### src/rtl/flash_seq_pkg.sv
package flash_seq_pkg;
  typedef enum logic [2:0] {
    ST_IDLE  = 3'd0,
    ST_ARMED = 3'd1,
    ST_PROT  = 3'd2,
    ST_SETUP = 3'd3,
    ST_ERASE = 3'd4,
    ST_HOLD  = 3'd5
  } seq_state_e;

  typedef struct packed {
    logic hv;
    logic mass;
    logic erase;
    logic pgm;
  } ctrl_t;
endpackage

### src/rtl/flash_seq_decode.sv
module flash_seq_decode #(
  parameter int ADDR_W = 16,
  parameter int PAGE_LG = 6,
  parameter logic [ADDR_W-1:0] CTRL_ADDR = 16'hFE08,
  parameter logic [ADDR_W-1:0] PROT_ADDR = 16'hFF7E,
  parameter logic [ADDR_W-1:0] FLASH_LO  = 16'hE000,
  parameter logic [ADDR_W-1:0] FLASH_HI  = 16'hFDFF
) (
  input  logic [ADDR_W-1:0]         addr,
  output logic                      ctrl_hit,
  output logic                      prot_hit,
  output logic                      flash_hit,
  output logic [ADDR_W-PAGE_LG-1:0] page
);
  always_comb begin
    ctrl_hit  = (addr == CTRL_ADDR);
    prot_hit  = (addr == PROT_ADDR);
    flash_hit = (addr >= FLASH_LO) && (addr <= FLASH_HI);
    page      = addr[ADDR_W-1:PAGE_LG];
  end
endmodule

### src/rtl/flash_seq_timer.sv
module flash_seq_timer #(
  parameter int TW = 8
) (
  input  logic          clk,
  input  logic          rst,
  input  logic          load,
  input  logic [TW-1:0] load_val,
  output logic          done
);
  logic [TW-1:0] cnt_q;

  always_ff @(posedge clk) begin
    if (rst)              cnt_q <= '0;
    else if (load)        cnt_q <= load_val;
    else if (cnt_q != '0) cnt_q <= cnt_q - 1'b1;
  end

  assign done = (cnt_q == '0);

  // the wait counter steps down by exactly one per cycle
  a_r6_count_down: assert property (@(posedge clk) disable iff (rst)
    (!load && cnt_q != '0) |=> (cnt_q == $past(cnt_q) - 1'b1));
endmodule

### src/rtl/flash_seq_ctrl.sv
module flash_seq_ctrl
  import flash_seq_pkg::*;
#(
  parameter int PAGE_W    = 10,
  parameter int TW        = 8,
  parameter int SETUP_CYC = 80,
  parameter int ERASE_CYC = 8000,
  parameter int HOLD_CYC  = 40
) (
  input  logic              clk,
  input  logic              rst,
  input  logic              ctrl_wr,
  input  logic [3:0]        wdata,
  input  logic              prot_rd,
  input  logic              flash_wr,
  input  logic [PAGE_W-1:0] flash_page,
  input  logic              tmr_done,
  output logic              tmr_load,
  output logic [TW-1:0]     tmr_val,
  output ctrl_t             ctrl_q,
  output logic [PAGE_W-1:0] page_q,
  output logic              strobe_q,
  output logic              err_q
);
  localparam logic [TW-1:0] SETUP_V = TW'(SETUP_CYC);
  localparam logic [TW-1:0] ERASE_V = TW'(ERASE_CYC);
  localparam logic [TW-1:0] HOLD_V  = TW'(HOLD_CYC);

  seq_state_e st_q, st_n;
  ctrl_t      ctrl_n;
  logic       err_set, page_ld;

  always_comb begin
    ctrl_n   = ctrl_q;
    st_n     = st_q;
    err_set  = 1'b0;
    page_ld  = 1'b0;
    tmr_load = 1'b0;
    tmr_val  = '0;
    if (ctrl_wr) begin
      if (ctrl_q.hv) begin
        ctrl_n.erase = ctrl_q.erase & wdata[1];
        if (!wdata[3]) begin
          ctrl_n.hv = 1'b0;
          st_n      = ST_IDLE;
          if (!(st_q == ST_HOLD && tmr_done)) err_set = 1'b1;
        end else if (ctrl_q.erase && !wdata[1]) begin
          st_n     = ST_HOLD;
          tmr_load = 1'b1;
          tmr_val  = HOLD_V;
          if (!(st_q == ST_ERASE && tmr_done)) err_set = 1'b1;
        end
      end else begin
        ctrl_n.mass  = wdata[2];
        ctrl_n.erase = wdata[1] & (ctrl_q.erase | (~ctrl_q.pgm & ~wdata[0]));
        ctrl_n.pgm   = wdata[0] & (ctrl_q.pgm | (~ctrl_q.erase & ~wdata[1]));
        if (wdata[3]) begin
          if (st_q == ST_SETUP && tmr_done && ctrl_n.erase) begin
            ctrl_n.hv = 1'b1;
            st_n      = ST_ERASE;
            tmr_load  = 1'b1;
            tmr_val   = ERASE_V;
          end else begin
            err_set = 1'b1;
            st_n    = ST_IDLE;
          end
        end else if (st_q == ST_IDLE) begin
          if (!ctrl_q.erase && ctrl_n.erase) st_n = ST_ARMED;
        end else if (!ctrl_n.erase) begin
          st_n = ST_IDLE;
        end
      end
    end else if (prot_rd && st_q == ST_ARMED) begin
      st_n = ST_PROT;
    end else if (flash_wr) begin
      if (st_q == ST_PROT) begin
        st_n     = ST_SETUP;
        page_ld  = 1'b1;
        tmr_load = 1'b1;
        tmr_val  = SETUP_V;
      end else if (st_q == ST_ARMED) begin
        err_set = 1'b1;
        st_n    = ST_IDLE;
      end
    end
  end

  always_ff @(posedge clk) begin
    if (rst) begin
      st_q     <= ST_IDLE;
      ctrl_q   <= '0;
      page_q   <= '0;
      strobe_q <= 1'b0;
      err_q    <= 1'b0;
    end else begin
      st_q     <= st_n;
      ctrl_q   <= ctrl_n;
      strobe_q <= (st_n == ST_ERASE);
      if (page_ld) page_q <= flash_page;
      if (err_set) err_q <= 1'b1;
    end
  end

  // erase and program never coexist
  a_r3_interlock: assert property (@(posedge clk) disable iff (rst)
    !(ctrl_q.erase && ctrl_q.pgm));
  // strobe only with high voltage and erase on
  a_r7_strobe_gated: assert property (@(posedge clk) disable iff (rst)
    strobe_q |-> (ctrl_q.hv && ctrl_q.erase));
  // high voltage rises only from a met setup step
  a_r6_hv_after_setup: assert property (@(posedge clk) disable iff (rst)
    $rose(ctrl_q.hv) |-> $past(st_q == ST_SETUP && tmr_done));
  // error flag is sticky
  a_r9_err_sticky: assert property (@(posedge clk) disable iff (rst)
    err_q |=> err_q);
  // mode bits frozen while high voltage stays on
  a_r13_hv_freeze: assert property (@(posedge clk) disable iff (rst)
    (ctrl_q.hv && $past(ctrl_q.hv)) |-> ($stable(ctrl_q.mass) && $stable(ctrl_q.pgm)));
  // page number holds during the setup wait
  a_r11_page_hold: assert property (@(posedge clk) disable iff (rst)
    (st_q == ST_SETUP && $past(st_q == ST_SETUP)) |-> $stable(page_q));
endmodule

### src/rtl/flash_erase_seq.sv
module flash_erase_seq
  import flash_seq_pkg::*;
#(
  parameter int ADDR_W    = 16,
  parameter int PAGE_LG   = 6,
  parameter logic [ADDR_W-1:0] CTRL_ADDR = 16'hFE08,
  parameter logic [ADDR_W-1:0] PROT_ADDR = 16'hFF7E,
  parameter logic [ADDR_W-1:0] FLASH_LO  = 16'hE000,
  parameter logic [ADDR_W-1:0] FLASH_HI  = 16'hFDFF,
  parameter int SETUP_CYC = 80,
  parameter int ERASE_CYC = 8000,
  parameter int HOLD_CYC  = 40
) (
  input  logic                      clk,
  input  logic                      rst,
  input  logic [ADDR_W-1:0]         bus_addr,
  input  logic [7:0]                bus_wdata,
  input  logic                      bus_wr,
  input  logic                      bus_rd,
  output logic [7:0]                bus_rdata,
  output logic                      hv_en_o,
  output logic                      erase_strobe_o,
  output logic                      mass_o,
  output logic [ADDR_W-PAGE_LG-1:0] page_o,
  output logic                      seq_err_o
);
  localparam int PAGE_W = ADDR_W - PAGE_LG;
  localparam int MAX_AB = (SETUP_CYC > ERASE_CYC) ? SETUP_CYC : ERASE_CYC;
  localparam int MAX_C  = (MAX_AB > HOLD_CYC) ? MAX_AB : HOLD_CYC;
  localparam int TW     = $clog2(MAX_C + 1);

  logic              ctrl_hit, prot_hit, flash_hit;
  logic [PAGE_W-1:0] dec_page;
  logic              tmr_load, tmr_done;
  logic [TW-1:0]     tmr_val;
  ctrl_t             ctrl_q;
  logic [7:0]        prot_q;

  flash_seq_decode #(
    .ADDR_W(ADDR_W), .PAGE_LG(PAGE_LG), .CTRL_ADDR(CTRL_ADDR),
    .PROT_ADDR(PROT_ADDR), .FLASH_LO(FLASH_LO), .FLASH_HI(FLASH_HI)
  ) u_dec (
    .addr(bus_addr), .ctrl_hit(ctrl_hit), .prot_hit(prot_hit),
    .flash_hit(flash_hit), .page(dec_page)
  );

  flash_seq_timer #(.TW(TW)) u_tmr (
    .clk(clk), .rst(rst), .load(tmr_load), .load_val(tmr_val), .done(tmr_done)
  );

  flash_seq_ctrl #(
    .PAGE_W(PAGE_W), .TW(TW), .SETUP_CYC(SETUP_CYC),
    .ERASE_CYC(ERASE_CYC), .HOLD_CYC(HOLD_CYC)
  ) u_ctrl (
    .clk(clk), .rst(rst),
    .ctrl_wr(bus_wr && ctrl_hit), .wdata(bus_wdata[3:0]),
    .prot_rd(bus_rd && prot_hit), .flash_wr(bus_wr && flash_hit),
    .flash_page(dec_page), .tmr_done(tmr_done),
    .tmr_load(tmr_load), .tmr_val(tmr_val),
    .ctrl_q(ctrl_q), .page_q(page_o), .strobe_q(erase_strobe_o), .err_q(seq_err_o)
  );

  always_ff @(posedge clk) begin
    if (rst) begin
      prot_q    <= '0;
      bus_rdata <= '0;
    end else begin
      if (bus_wr && prot_hit) prot_q <= bus_wdata;
      if (bus_rd) begin
        if (ctrl_hit)      bus_rdata <= {4'b0000, ctrl_q};
        else if (prot_hit) bus_rdata <= prot_q;
        else               bus_rdata <= '0;
      end
    end
  end

  assign hv_en_o = ctrl_q.hv;
  assign mass_o  = ctrl_q.mass;

  // upper control bits are never reported as set
  a_r2_upper_zero: assert property (@(posedge clk) disable iff (rst)
    $past(bus_rd && ctrl_hit) |-> (bus_rdata[7:4] == 4'b0000));
endmodule

### config.mk
export PLATFORM = sky130hd
export DESIGN_NAME = flash_erase_seq
export DESIGN_NICKNAME = d
export VERILOG_FILES = /design/src/rtl/flash_seq_pkg.sv /design/src/rtl/flash_seq_decode.sv /design/src/rtl/flash_seq_timer.sv /design/src/rtl/flash_seq_ctrl.sv /design/src/rtl/flash_erase_seq.sv
export SDC_FILE = /design/constraint.sdc
export NUM_CORES = 1
export LEC_CHECK = 0
export BUFFER_PORTS_ARGS = -buffer_cell sky130_fd_sc_hd__buf_2
export CAP_MARGIN = 40
export CORE_ASPECT_RATIO = 0.5
export CORE_MARGIN = 4
export CORE_UTILIZATION = 50
export DETAILED_ROUTE_END_ITERATION = 6
export GPL_TIMING_DRIVEN = 0
export PLACE_DENSITY = 0.75
export SLEW_MARGIN = 20
export SYNTH_ARGS = -nofsm -noshare
export SYNTH_HDL_FRONTEND = slang
export SYNTH_SLANG_ARGS = --single-unit
export TNS_END_PERCENT = 1
### constraint.sdc
create_clock -name clk -period 4.2 [get_ports clk]
set_clock_uncertainty 0.15 [all_clocks]
set_input_delay 1.05 -clock clk [delete_from_list [all_inputs] [get_ports clk]]
set_output_delay 1.05 -clock clk [all_outputs]
set_load 0.05 [all_outputs]
==> results.txt <==
The flow ran to the end, and the final reports show no timing, DRC or antenna violations. In the routed design, unresolved DRC markers number 0. The post-synthesis compound-gate area fraction is 14.7%. The flip-flop cell with the highest count after synthesis is sky130_fd_sc_hd__dfxtp_1. The worst setup path is captured at a flop.

The endpoint required time on the critical path came out at 4.24 ns. The net count of the finished layout is 361. The number of ports placed on the die boundary is 50. The highest layer touched by signal routing is met4. The fill cell total of the finished layout came out at 381. The combined area of all synthesized cells is 2240 µm².

The CTS clock-pin slew for the worst setup and hold paths is 0.08 ns. Synthesis inferred 48 register bits. The via total after detailed routing is 2189.

Counting flops with an async set or reset pin after synthesis yields a share of 0%. The post-route setup TNS is 0 ns. The first global-routing pass estimated 9160 µm of wire. The startpoint of the tightest hold check path is u_ctrl.page_q[8]$_SDFFE_PP0P_.

The share of cell area taken by muxes after synthesis is 4.52%. The pre-CTS setup slack is 0.453 ns. The final total power came out at 1150 µW.

The number of max-capacitance violations reported is 0. The number of buffers inserted by post-CTS setup repair came out at 0. In the detailed route, the total length drawn on met3 is 275 µm. Hold repair after CTS inserted 0 buffers. In the layout the commonest cells are 48 x sky130_fd_sc_hd__dfxtp_1, 48 x sky130_fd_sc_hd__buf_2, 36 x sky130_fd_sc_hd__nand2_1. The area taken by multi-input logic gates came out at 1190 µm². The transition time at the pin with the least slew margin came out at 0.631 ns.

The count of buffers added on input and output ports is 48. The worst pin sits at a relative slew slack of 57.9%. The net count of the mapped netlist is 305. The H-tree depth reported by CTS is 2. The largest net degree at the start of global routing came out at 16. The largest fanout on the critical path is 7. The die area came out at 5690 µm². The worst register-to-register path begins at u_tmr.cnt_q[0]$_SDFFE_PP0P_.

Setup repair after global routing left no endpoint under its margin. For this design the ratio of total power to cell area is 434 nW/µm². The mean instance size in the synthesized netlist came out at 8.13 µm². The final-report setup violation count is 0.

Measured on the finished design, the core utilization comes to 64.7%. The clock tree from TritonCTS is done. Clock tree synthesis selected as its root buffer the cell sky130_fd_sc_hd__clkbuf_8. The detailed-routing wirelength on met1 is 2460 µm. The total global routing track utilization is 19.6%.

The final hold violation count came out at 0. The smallest setup slack after layout is 1.03 ns. Clock latency on the worst-skew pair, taken at its later pin, is 0.30 ns. After the first detailed-routing iteration, the DRC count stood at 119. The number of max-slew violations in the final report came out at 0.

The number of global-route vias before repair came out at 2031. The number of rows created at floorplan came out at 16. The path type of the worst min-delay path is reg -> reg. The initial antenna violation count is 0. The count of antenna diodes in the layout is 0.

Of the total synthesized cell area, the portion taken by AND, OR, NAND and NOR gates is 30.5%. No sink is reached through more buffers than the 2 on the longest clock path. At the end of routability-driven placement, the weighted congestion stood at 0.822. The worst supply voltage drop on vdd came out at 0.205 mV. The worst path uses 75.5% of the clock period. From synthesis to final layout, the design area changed by 18.3%. The horizontal die dimension is 103 µm. During synthesis, Yosys emitted a total of 0 warnings. The number of instances in the synthesized netlist is 276.

Once the clock tree was built, the resizer swapped 0 gates to a different size. The distinct cell type count of the synthesized netlist came out at 43. The post-route netlist has 19.8% of its cells at a drive strength greater than 1. The detailed-route vias per instance is 5.66. The critical path is of the in -> reg type. The total congestion overflow after global routing came out at 0. The total core area came out at 4100 µm². The worst path arrival time came out at 3.21 ns. STA classifies the critical path startpoint as an input port. By area, the combinational part of the netlist is dominated by simple AND/OR/NAND/NOR gates. The sequential cell area came out at 961 µm².

The final critical-path required period came out at 3.17 ns. The number of flops mapped to enable cells by yosys came out at 0. The sequential fraction of the synthesis area is 42.8%.

The highest clock rate came out at 0.315 GHz. The HPWL reported at the end of detailed placement is 4010 µm. The adder-cell share of the synthesized area came out at 0.557%. The die extent in y came out at 55.4 µm. The starting utilization of the core area is 54.7%. The leakage power figure came out at 0.00110 µW. Clock tree synthesis inserted a total of 5 buffers.

The clock net in this run drives a total of 48 sinks. The startpoint of the worst setup timing path is bus_addr[5]. Summing the areas of all xor and xnor instances in the mapped netlist gives 2.73% of the synthesized area. The detail route stage leaves a number of antenna-violating nets equal to 0. The iteration count of the initial detailed-routing pass is 4. The sum of routed wire length over all layers came out at 5430 µm. The worst hold slack across all endpoints came out at 0.295 ns. The met2 wire length came out at 2660 µm.

After detailed routing, the average wire length per cell comes to 14.0 µm.
report_power, final:
| group | leakage [µW] | switching [µW] | internal, µW |
|---|---|---|---|
| Sequential | 0.000389 | 28.5 | 493 |
| Combinational | 0.000670 | 172 | 165 |
| Clock | 0.0000434 | 159 | 133 |
path summary, 6_finish.rpt:
path                            slack, ns                             to  depth (start not counted)
worst max-delay path                 1.03    u_tmr.cnt_q[5]$_SDFFE_PP0P_                          8
worst min-delay path                 0.30  u_ctrl.page_q[8]$_SDFFE_PP0P_                          2
worst max register to register       1.13    u_tmr.cnt_q[5]$_SDFFE_PP0P_                         10
worst min register to register       0.30  u_ctrl.page_q[8]$_SDFFE_PP0P_                          2
sequential cells by signal, summed over array words and instances, names as in the netlist:
| register | cells |
|---|---|
| bus_rdata | 8 |
| u_tmr.cnt_q | 13 |
| prot_q | 8 |
| u_ctrl.err_q | 1 |
| u_ctrl.strobe_q | 1 |
| u_ctrl.page_q | 10 |
| u_ctrl.ctrl_q | 4 |
| u_ctrl.st_q | 3 |
logic make-up after synthesis:
| logic type | after synthesis |
|---|---|
| DFF | 48 |
| AOI/OAI and AO/OA | 54 |
| buffers and inverters | 23 |
| xor gates and xnor gates | 7 |
| and+or+nand+nor | 133 |
| adders and majority gates | 1 |
| muxes | 10 |
routing by layer:
layer	GRT usage, %	up-vias
met5	0	-
met4	5.35	0
met3	5.03	7
met2	32.2	51
met1	25.4	1055
li1	-	1076
layout make-up:
| type | count | area share (%) |
|---|---|---|
| repair buffers | 49 | 9.24 |
| clock inverters | 2 | 0.566 |
| flip-flops and latches | 48 | 36.2 |
| multi-input cells | 205 | 44.8 |
| inverters | 6 | 0.848 |
| well taps | 54 | 2.54 |
| clock buffers | 6 | 3.11 |
| plain buffers | 17 | 2.69 |
critical path, stage by stage:
cell and delay [ns]:
sky130_fd_sc_hd__buf_2 0.10, sky130_fd_sc_hd__or4_1 0.51, sky130_fd_sc_hd__nor3_1 0.44, sky130_fd_sc_hd__nand4_1 0.22
sky130_fd_sc_hd__or4b_1 0.49, sky130_fd_sc_hd__clkbuf_1 0.20, sky130_fd_sc_hd__nand3_1 0.12, sky130_fd_sc_hd__a21oi_1 0.07
metrics by stage:
step	cells	area [µm²]
2_1_floorplan	276	2240
3_3_place_gp	378	2550
3_5_place_dp	378	2550
4_1_cts	386	2650
5_1_grt	387	2660
6_report	387	2660
cell usage after synthesis (2+ instances only):
cell type | n | area share [%]
sky130_fd_sc_hd__a211o_1 | 2 | 0.78
sky130_fd_sc_hd__a21oi_1 | 32 | 7.1
sky130_fd_sc_hd__a31oi_1 | 3 | 0.84
sky130_fd_sc_hd__a32oi_1 | 3 | 1.2
sky130_fd_sc_hd__and3_1 | 4 | 1.1
sky130_fd_sc_hd__and4_1 | 3 | 1.2
sky130_fd_sc_hd__buf_1 | 2 | 0.33
sky130_fd_sc_hd__clkbuf_1 | 14 | 2.3
sky130_fd_sc_hd__dfxtp_1 | 48 | 43
sky130_fd_sc_hd__inv_1 | 6 | 1.0
sky130_fd_sc_hd__mux2i_1 | 9 | 4.0
sky130_fd_sc_hd__nand2_1 | 36 | 6.0
sky130_fd_sc_hd__nand2b_1 | 15 | 4.2
sky130_fd_sc_hd__nand3_1 | 13 | 2.9
sky130_fd_sc_hd__nand3b_1 | 3 | 1.0
sky130_fd_sc_hd__nand4_1 | 7 | 2.0
sky130_fd_sc_hd__nor2_1 | 28 | 4.7
sky130_fd_sc_hd__nor2b_1 | 3 | 0.84
sky130_fd_sc_hd__nor3_1 | 6 | 1.3
sky130_fd_sc_hd__nor4_1 | 2 | 0.56
sky130_fd_sc_hd__o21ai_0 | 6 | 1.3
sky130_fd_sc_hd__or3_1 | 3 | 0.84
sky130_fd_sc_hd__or4_1 | 2 | 0.67
sky130_fd_sc_hd__or4b_1 | 2 | 0.89
sky130_fd_sc_hd__xnor2_1 | 4 | 1.6
sky130_fd_sc_hd__xor2_1 | 3 | 1.2
(Power assumes the default switching activity.)
